<file path="src/rtl/poll_pkg.sv">
// Package: shared kind encoding for the poll responder.
// Assumes: a held poll is either cycle-steal or interrupt, nothing else.
package poll_pkg;
    typedef enum logic {
        KIND_CS  = 1'b0,
        KIND_IRQ = 1'b1
    } poll_kind_e;
endpackage

</file>
<file path="src/rtl/prep_store.sv">
// Module: holds the interrupt level and enable written by a Prepare load.
// Assumes: a load takes effect on the next clock; reset disables interrupts.
module prep_store #(
    parameter int LVL_W = 4
) (
    input  logic             clk,
    input  logic             rst_n,
    input  logic             load,
    input  logic [LVL_W-1:0] level_in,
    input  logic             ien_in,
    output logic [LVL_W-1:0] level_q,
    output logic             ien_q
);
    // Capture the Prepare fields on a load strobe.
    always_ff @(posedge clk) begin
        if (!rst_n) begin
            level_q <= '0;
            ien_q   <= 1'b0;
        end else if (load) begin
            level_q <= level_in;
            ien_q   <= ien_in;
        end
    end
endmodule

</file>
<file path="src/rtl/req_flag.sv">
// Module: one pending-request latch with synchronous set and clear.
// Assumes: clear has priority over set when both arrive in one cycle.
module req_flag (
    input  logic clk,
    input  logic rst_n,
    input  logic set_i,
    input  logic clr_i,
    output logic flag_q
);
    // Update the pending flag, giving clear the priority.
    always_ff @(posedge clk) begin
        if (!rst_n)     flag_q <= 1'b0;
        else if (clr_i) flag_q <= 1'b0;
        else if (set_i) flag_q <= 1'b1;
    end
endmodule

</file>
<file path="src/rtl/level_drive.sv">
// Module: decodes the stored level onto one request-bus line.
// Assumes: purely combinational; output is zero while not gated.
module level_drive #(
    parameter int LVL_W  = 4,
    parameter int NLINES = 1 << LVL_W
) (
    input  logic [LVL_W-1:0]  level,
    input  logic              gate,
    output logic [NLINES-1:0] lines
);
    // One comparator per request line.
    for (genvar i = 0; i < NLINES; i++) begin : g_line
        assign lines[i] = gate && (level == LVL_W'(i));
    end
endmodule

</file>
<file path="src/rtl/poll_claim.sv">
// Module: decides whether a poll is claimed or passed, and holds a claim.
// Assumes: a held claim blocks new claims; release has priority over set.
module poll_claim
    import poll_pkg::*;
#(
    parameter int LVL_W = 4
) (
    input  logic             clk,
    input  logic             rst_n,
    input  logic             poll_active,
    input  logic             poll_cs_n,
    input  logic [LVL_W-1:0] poll_level,
    input  logic             cs_pend,
    input  logic             irq_pend,
    input  logic             ien,
    input  logic [LVL_W-1:0] level,
    input  logic             release_i,
    output logic             pass_q,
    output logic             held_q,
    output poll_kind_e       kind_q
);
    logic cs_hit;
    logic irq_hit;
    logic claim;

    // Classify the poll and test it against the pending requests.
    always_comb begin
        cs_hit  = !poll_cs_n && cs_pend;
        irq_hit = poll_cs_n && irq_pend && ien && (poll_level == level);
        claim   = poll_active && !held_q && (cs_hit || irq_hit);
    end

    // Hold flag and kind of the captured poll.
    always_ff @(posedge clk) begin
        if (!rst_n) begin
            held_q <= 1'b0;
            kind_q <= KIND_CS;
        end else if (release_i) begin
            held_q <= 1'b0;
        end else if (claim) begin
            held_q <= 1'b1;
            kind_q <= irq_hit ? KIND_IRQ : KIND_CS;
        end
    end

    // Pass the poll downstream when not claimed.
    always_ff @(posedge clk) begin
        if (!rst_n) pass_q <= 1'b0;
        else        pass_q <= poll_active && !claim;
    end
endmodule

</file>
<file path="src/rtl/poll_responder.sv">
// Module: top of the poll responder; joins Prepare storage, request
// latches, request-bus decode and poll claim logic.
// Assumes: a single adapter; one poll in flight at a time.
module poll_responder
    import poll_pkg::*;
#(
    parameter int LVL_W = 4,
    localparam int NLINES = 1 << LVL_W
) (
    input  logic              clk,
    input  logic              rst_n,
    input  logic              prep_load,
    input  logic [LVL_W-1:0]  prep_level,
    input  logic              prep_ien,
    input  logic              cs_set,
    input  logic              cs_clr,
    input  logic              irq_set,
    input  logic              irq_clr,
    input  logic              poll_active,
    input  logic              poll_cs_n,
    input  logic [LVL_W-1:0]  poll_level,
    input  logic              cap_release,
    output logic [NLINES-1:0] reqin_bus,
    output logic              cs_req_out,
    output logic              poll_pass,
    output logic              poll_held,
    output logic              held_irq
);
    logic [LVL_W-1:0] level_q;
    logic             ien_q;
    logic             cs_pend;
    logic             irq_pend;
    poll_kind_e       kind_q;

    prep_store #(.LVL_W(LVL_W)) u_prep (
        .clk(clk), .rst_n(rst_n), .load(prep_load),
        .level_in(prep_level), .ien_in(prep_ien),
        .level_q(level_q), .ien_q(ien_q)
    );

    req_flag u_cs (
        .clk(clk), .rst_n(rst_n), .set_i(cs_set), .clr_i(cs_clr), .flag_q(cs_pend)
    );

    req_flag u_irq (
        .clk(clk), .rst_n(rst_n), .set_i(irq_set), .clr_i(irq_clr), .flag_q(irq_pend)
    );

    level_drive #(.LVL_W(LVL_W), .NLINES(NLINES)) u_drive (
        .level(level_q), .gate(irq_pend && ien_q), .lines(reqin_bus)
    );

    poll_claim #(.LVL_W(LVL_W)) u_claim (
        .clk(clk), .rst_n(rst_n), .poll_active(poll_active),
        .poll_cs_n(poll_cs_n), .poll_level(poll_level),
        .cs_pend(cs_pend), .irq_pend(irq_pend), .ien(ien_q), .level(level_q),
        .release_i(cap_release), .pass_q(poll_pass), .held_q(poll_held),
        .kind_q(kind_q)
    );

    // Present the cycle-steal request and the captured kind.
    always_comb begin
        cs_req_out = cs_pend;
        held_irq   = (kind_q == KIND_IRQ) && poll_held;
    end
endmodule

</file>
<file path="config.mk">
export PLATFORM = sky130hd
export DESIGN_NAME = poll_responder
export DESIGN_NICKNAME = d
export VERILOG_FILES = /design/src/rtl/poll_pkg.sv /design/src/rtl/prep_store.sv /design/src/rtl/req_flag.sv /design/src/rtl/level_drive.sv /design/src/rtl/poll_claim.sv /design/src/rtl/poll_responder.sv
export SDC_FILE = /design/constraint.sdc
export NUM_CORES = 1
export LEC_CHECK = 0
export ABC_CLOCK_PERIOD_IN_PS = 1500
export BUFFER_PORTS_ARGS = -buffer_cell sky130_fd_sc_hd__clkbuf_2
export CAP_MARGIN = 20
export CORE_MARGIN = 5
export CORE_UTILIZATION = 40
export CTS_CLUSTER_SIZE = 24
export DETAILED_ROUTE_END_ITERATION = 10
export GPL_ROUTABILITY_DRIVEN = 0
export PLACE_DENSITY = 0.77
export SLEW_MARGIN = 20
export SYNTH_ARGS = -nofsm -noshare
export SYNTH_HDL_FRONTEND = slang
export SYNTH_SLANG_ARGS = --single-unit
</file>
<file path="constraint.sdc">
create_clock -name clk -period 1.5 [get_ports clk]
set_clock_uncertainty 0.2 [all_clocks]
set_input_delay 0.15 -clock clk [delete_from_list [all_inputs] [get_ports clk]]
set_output_delay 0.15 -clock clk [all_outputs]
set_load 0.01 [all_outputs]
</file>
### Word-level counts from Yosys, hierarchy flattened

Index checks and enable logic that the tools add are counted.

| word-level totals | value |
|---|---|
| logic and storage cells | 60 |
| bits in registers | 10 |
| bits of input ports | 19 |

| cells by class | value |
|---|---|
| bitwise operators | 2 |
| reduce and logical (&&, ||, !) cells | 34 |
| equality and inequality tests | 16 |
| mux-type cells | 1 |

Operators by type and width:

| kind | count |
|---|---|
| $eq A4 B4 Y1 const B | 8 |
| $logic_and A1 B1 Y1 | 25 |
| $eq A4 B3 Y1 const B | 4 |
| $eq A4 B2 Y1 const B | 2 |
| $reduce_or A2 Y1 | 3 |
| $eq A4 B1 Y1 const B | 1 |
| $eq A4 B4 Y1 | 1 |
| $logic_not A4 Y1 | 1 |
| $logic_not A1 Y1 | 3 |
| $not A1 Y1 | 2 |
| $reduce_and A2 Y1 | 1 |
| $logic_or A1 B1 Y1 | 1 |
| $mux W1 | 1 |

### Logic depth before layout (Yosys ltp)

| logic depth | value |
|---|---|
| depth after elaboration | 7 |
| mapped depth | 4 |

### By module

From an unflattened synthesis, not the netlist that was laid out.

| second synthesis, totals | value |
|---|---|
| cells, all modules | 69 |
| area total of the unflattened synthesis | 608.1 um2 |

By module, submodules not included:

| module | seq. area each (um2) | area an instance (um2) | cells an instance | instances |
|---|---|---|---|---|
| poll_claim | 60.1 | 212.7 | 22 | 1 |
| prep_store | 100.1 | 192.7 | 16 | 1 |
| level_drive | 0.0 | 117.6 | 23 | 1 |
| req_flag | 20.0 | 36.3 | 3 | 2 |
| poll_responder | 0.0 | 12.5 | 2 | 1 |

### Worst setup path before layout

No wires, ideal clock.

| path | value |
|---|---|
| path type | register to output |
| start | register u_prep.ien_q |
| end | output port reqin_bus[0] |
| required time | 1.150 ns |
| setup slack | 0.094 ns |
| stages on the path, launching flop included | 4 |
| arrival time | 1.056 ns |
| path through | dfxtp_1 nand2_1 or3_1 nor3_1 |

| between the ends | value |
|---|---|
| word-level cells in the longest chain between the ends | 2 |

RTL lines:

| element | line | RTL |
|---|---|---|
| from (decl) | prep_store.sv:12 | `output logic ien_q` |
| from (signal assigned) | prep_store.sv:21 | `ien_q <= ien_in;` |
| $logic_and A1 B1 Y1 | poll_responder.sv:50 | `.level(level_q), .gate(irq_pend && ien_q), .lines(reqin_bus)` |
| $logic_and A1 B1 Y1 | level_drive.sv:13 | `assign lines[i] = gate && (level == LVL_W'(i));` |
| to (decl) | poll_responder.sv:23 | `output logic [NLINES-1:0] reqin_bus,` |

No other way between the ends.

### Final worst setup path

| path | value |
|---|---|
| start | register u_prep.level_q[1] |
| end | output port reqin_bus[1] |

| between the ends | value |
|---|---|
| word-level cells in the longest chain between the ends | 2 |

RTL lines:

| element | line | RTL |
|---|---|---|
| from (decl) | prep_store.sv:11 | `output logic [LVL_W-1:0] level_q,` |
| from (signal assigned) | prep_store.sv:20 | `level_q <= level_in;` |
| $eq A4 B1 Y1 | level_drive.sv:13 |  |
| $logic_and A1 B1 Y1 | level_drive.sv:13 |  |

No other way between the ends.

==> Implementation_results.wiki <==
{| class="wikitable"
! Metric !! Value
|-
| Status || finished, violations left
|-
| Violated checks || negative setup slack
|-
| Synth top area share || 33.47%
|-
| Largest net degree at the start of global routing || 13
|-
| Clock tree sinks || 10
|-
| Ys flop type || sky130_fd_sc_hd__dfxtp_1
|-
| Fraction of the cycle the final worst path needs || 111.4%
|-
| Starting density of the core || approximately two fifths
|-
| Die Footprint || about 2400 sq um
|-
| Buffer type at the clock tree root || sky130_fd_sc_hd__clkbuf_4
|-
| Worst Setup Start Kind || register
|-
| Crit path buffers/inverters || 2
|-
| Switching power summed over all nets || approximately 0.15 mW
|-
| Final Util || 70.65%
|-
| Design internal power || 0.4526 mW
|-
| Number of clock buffers inserted by TritonCTS || 3
|-
| Clock latency on the worst-skew pair || approximately 260 ps
|-
| Std cell rows || 14
|-
| Largest area contributor in the synthesized netlist || sky130_fd_sc_hd__dfxtp_1
|-
| Chip width || between 40 and 50 um
|-
| Portion of total power attributed to combinational logic || a little under a quarter
|-
| Buffers from clock root to sink, at most || 2
|-
| Largest delay contributor family on the critical path || simple AND/OR/NAND/NOR gates
|-
| Detail-routed via count per cell || around 5
|-
| Worst-margin pin slew || roughly 300 ps
|-
| Final-stage net count || 149
|-
| Fraction of layout instances using a drive strength above 1 || 50.00%
|-
| PwrDens || 589.1 nW/um^2
|-
| Antenna Diode Count || 0
|-
| Ordered list of cells on the worst path || buf_6 > nand4b_1 > nor3_2 > buf_2
|-
| Maximum fanout along the worst path || 4
|-
| Max-cap violations || 0
|-
| GRT Residual Overflow || 0
|-
| DPL Wire Length || approximately 1300 um
|-
| Peak VDD IR || 0.0005302 V
|-
| Hold violation count in the final report || 0
|-
| Clock-pin slew on the worst setup and hold paths || 60 ps
|-
| Class of the tightest hold or removal check || in2reg
|-
| Wire length after detailed routing || 1751 um
|-
| Number of DRC violations after detailed routing || 0
|-
| Core footprint || ~1500 sq um
|-
| RSZ-0062 raised after global routing || yes
|-
| Post-route cell area || about 1000 sq um
|-
| Synthesized netlist net count || 91
|-
| Post-synthesis sequential area ratio || 33.47%
|-
| Count of boundary I/O pins || 39
|-
| Routed len/inst || 12.16 um
|-
| Proportion of total power due to net switching || 25.21%
|-
| Post-Synthesis Mean Instance Area || 8.307 sq um
|-
| Global-route total usage across every layer || between 10% and 20%
|-
| Reg2Reg Depth || 4
|-
| Arrival time at the worst endpoint || 1320 ps
|-
| Fmax achieved || 598.7 MHz
|-
| First-pass detailed-route iteration total || 3
|-
| Synth warnings || 0
|-
| Vias in the first global route || 664
|-
| EDFF count, synth || 0
|-
| Critical path's largest stage delay || 330 ps
|-
| Via count || 711
|-
| Pins over their slew limit || 0
|-
| Data required time at the worst endpoint || 1150 ps
|-
| Final number of setup-violating endpoints || 15
|-
| Proportion of synthesized flip-flops having asynchronous set or reset || 0%
|-
| Total number of cells along the worst setup path || 4
|-
| Area overhead of the layout relative to synthesis || 71.76%
|-
| Leak pwr || ~0.51 nW
|-
| Share of total power in the clock network || 28.6%
|-
| Seq cells post-synth || 10
|-
| Die Y || 48.67 um
|-
| Fillers || 124
|-
| Antenna violations before repair || 0
|-
| Netlist cell types || 27
|-
| Instance area at placement || 805.8 sq um
|-
| Initial DRC Count || 5
|-
| Post-synth design cell area || approximately 600 sq um
|-
| H-tree lvl count || 1
|-
| Largest cells by area after synthesis || sky130_fd_sc_hd__dfxtp_1, sky130_fd_sc_hd__nor2_1, sky130_fd_sc_hd__mux2i_1, sky130_fd_sc_hd__nor2b_1, sky130_fd_sc_hd__xor2_1
|-
| Crit path time final || ~1700 ps
|-
| Worst Hold Margin || about 43 ps
|-
| Number of instances on the worst hold path || 2
|-
| Setup CP Type || reg2out
|-
| Input/output buffers || 38
|-
| Nature of the critical path endpoint || output pin
|-
| Cell type of the slowest stage on the worst timing path || sky130_fd_sc_hd__dfxtp_2
|-
| PnR worst setup slack || -170.4 ps
|-
| Count of nets left with antenna violations after detail routing || 0
|-
| TritonCTS clock tree || built
|-
| Max-Slew Margin vs Limit || between 70% and 80%
|-
| Fraction of power consumed by sequential logic || 48.1%
|-
| Gate count of the mapped netlist || 72
|-
| Global-route wire length before repair || 2870 um
|}
[worst register-to-register path, cell delays in order (launching register included)]
cell and delay (ps):
sky130_fd_sc_hd__dfxtp_4 360, sky130_fd_sc_hd__buf_4 140, sky130_fd_sc_hd__xor2_1 170, sky130_fd_sc_hd__nor3_2 280, sky130_fd_sc_hd__a41o_1 210
[final cells by class]
class	count	area (sq um)	share of cell area (%)
flip-flops and latches	10	212.7	20.71
repair buffers	57	369.1	35.93
multi-input cells	57	399.1	38.85
inverters	1	3.754	0.3654
well taps	16	20.02	1.949
clock buffers	3	22.52	2.192
[cell usage in the layout (no fill, tap or decap), types with 4 or more instances in the layout]
cell / count
sky130_fd_sc_hd__buf_2: 16
sky130_fd_sc_hd__buf_4: 6
sky130_fd_sc_hd__clkbuf_2: 22
sky130_fd_sc_hd__dfxtp_1: 4
sky130_fd_sc_hd__dfxtp_2: 4
sky130_fd_sc_hd__dlygate4sd3_1: 10
sky130_fd_sc_hd__mux2i_1: 5
sky130_fd_sc_hd__nor2_1: 13
sky130_fd_sc_hd__nor2b_1: 6
sky130_fd_sc_hd__nor3_2: 4
sky130_fd_sc_hd__xor2_1: 4
[sequential cells by signal (all words and copies together), names as in the netlist]
name	cells
u_prep.ien_q	1
u_cs.flag_q	1
u_irq.flag_q	1
u_claim.kind_q	1
u_claim.held_q	1
u_prep.level_q	4
u_claim.pass_q	1
[power by group through the flow]
stage	clock [mW]	combinational, mW	sequential (mW)
global route	0.196	0.153	0.293
CTS	0.181	0.133	0.292
global placement	0	0.0950	0.297
floorplan	0	0.0584	0.295
finish	0.173	0.141	0.291
detailed placement	0	0.0976	0.298
[timing repair]
action,CTS,global route
endpoints found under the setup margin,16,18
hold buffers,10,0
pin swaps,10,10
setup buffers,4,2
resized for setup,15,19
endpoints found under the hold margin,9,0
[stage by stage]
stage / worst slack, ps / total power, mW / setup TNS, ps / cells
4_1_cts: -188.6 / 0.6053 / -1503 / 142
2_1_floorplan: 93.99 / 0.3533 / 0 / 72
3_3_place_gp: 100.3 / 0.3921 / 0 / 125
3_5_place_dp: 79.86 / 0.3960 / 0 / 125
5_1_grt: -252.2 / 0.6430 / -2425 / 144
6_report: -170.4 / 0.6052 / -1409 / 144
[path summary, 6_finish.rpt]
check	start	to	slack, ps
worst min register to register	u_claim.kind_q	u_claim.kind_q	300
worst min-delay path	rst_n	u_prep.ien_q	40
worst max register to register	u_prep.level_q[2]	u_claim.held_q	80
worst max-delay path	u_prep.level_q[1]	reqin_bus[1]	-170
[per-layer routing]
layer,GRT usage (%),share of wire (%),vias up
met5,0,0,-
met4,5.381,1.3,0
met1,17.50,41,308
met3,5.215,10,3
li1,-,-,366
met2,24.13,48,34
[synthesized netlist by cell type, drive strengths merged (2+ instances only)]
cell,instances
nor4bb,2
nand4b,2
mux2i,5
xor2,4
nor2b,6
nor3b,3
dfxtp,10
nor2,15
buf,3
nor3,6
nand2,2
[kinds of logic after synthesis]
group / Yosys count / synth area share [%]
muxes: 5 / 8.369
DFF: 10 / 33.47
and+or+nand+nor: 43 / 40.38
AOI/OAI and AO/OA: 5 / 7.113
buffers and inverters: 5 / 4.810
xor gates and xnor gates: 4 / 5.857
(Power assumes the default switching activity.)
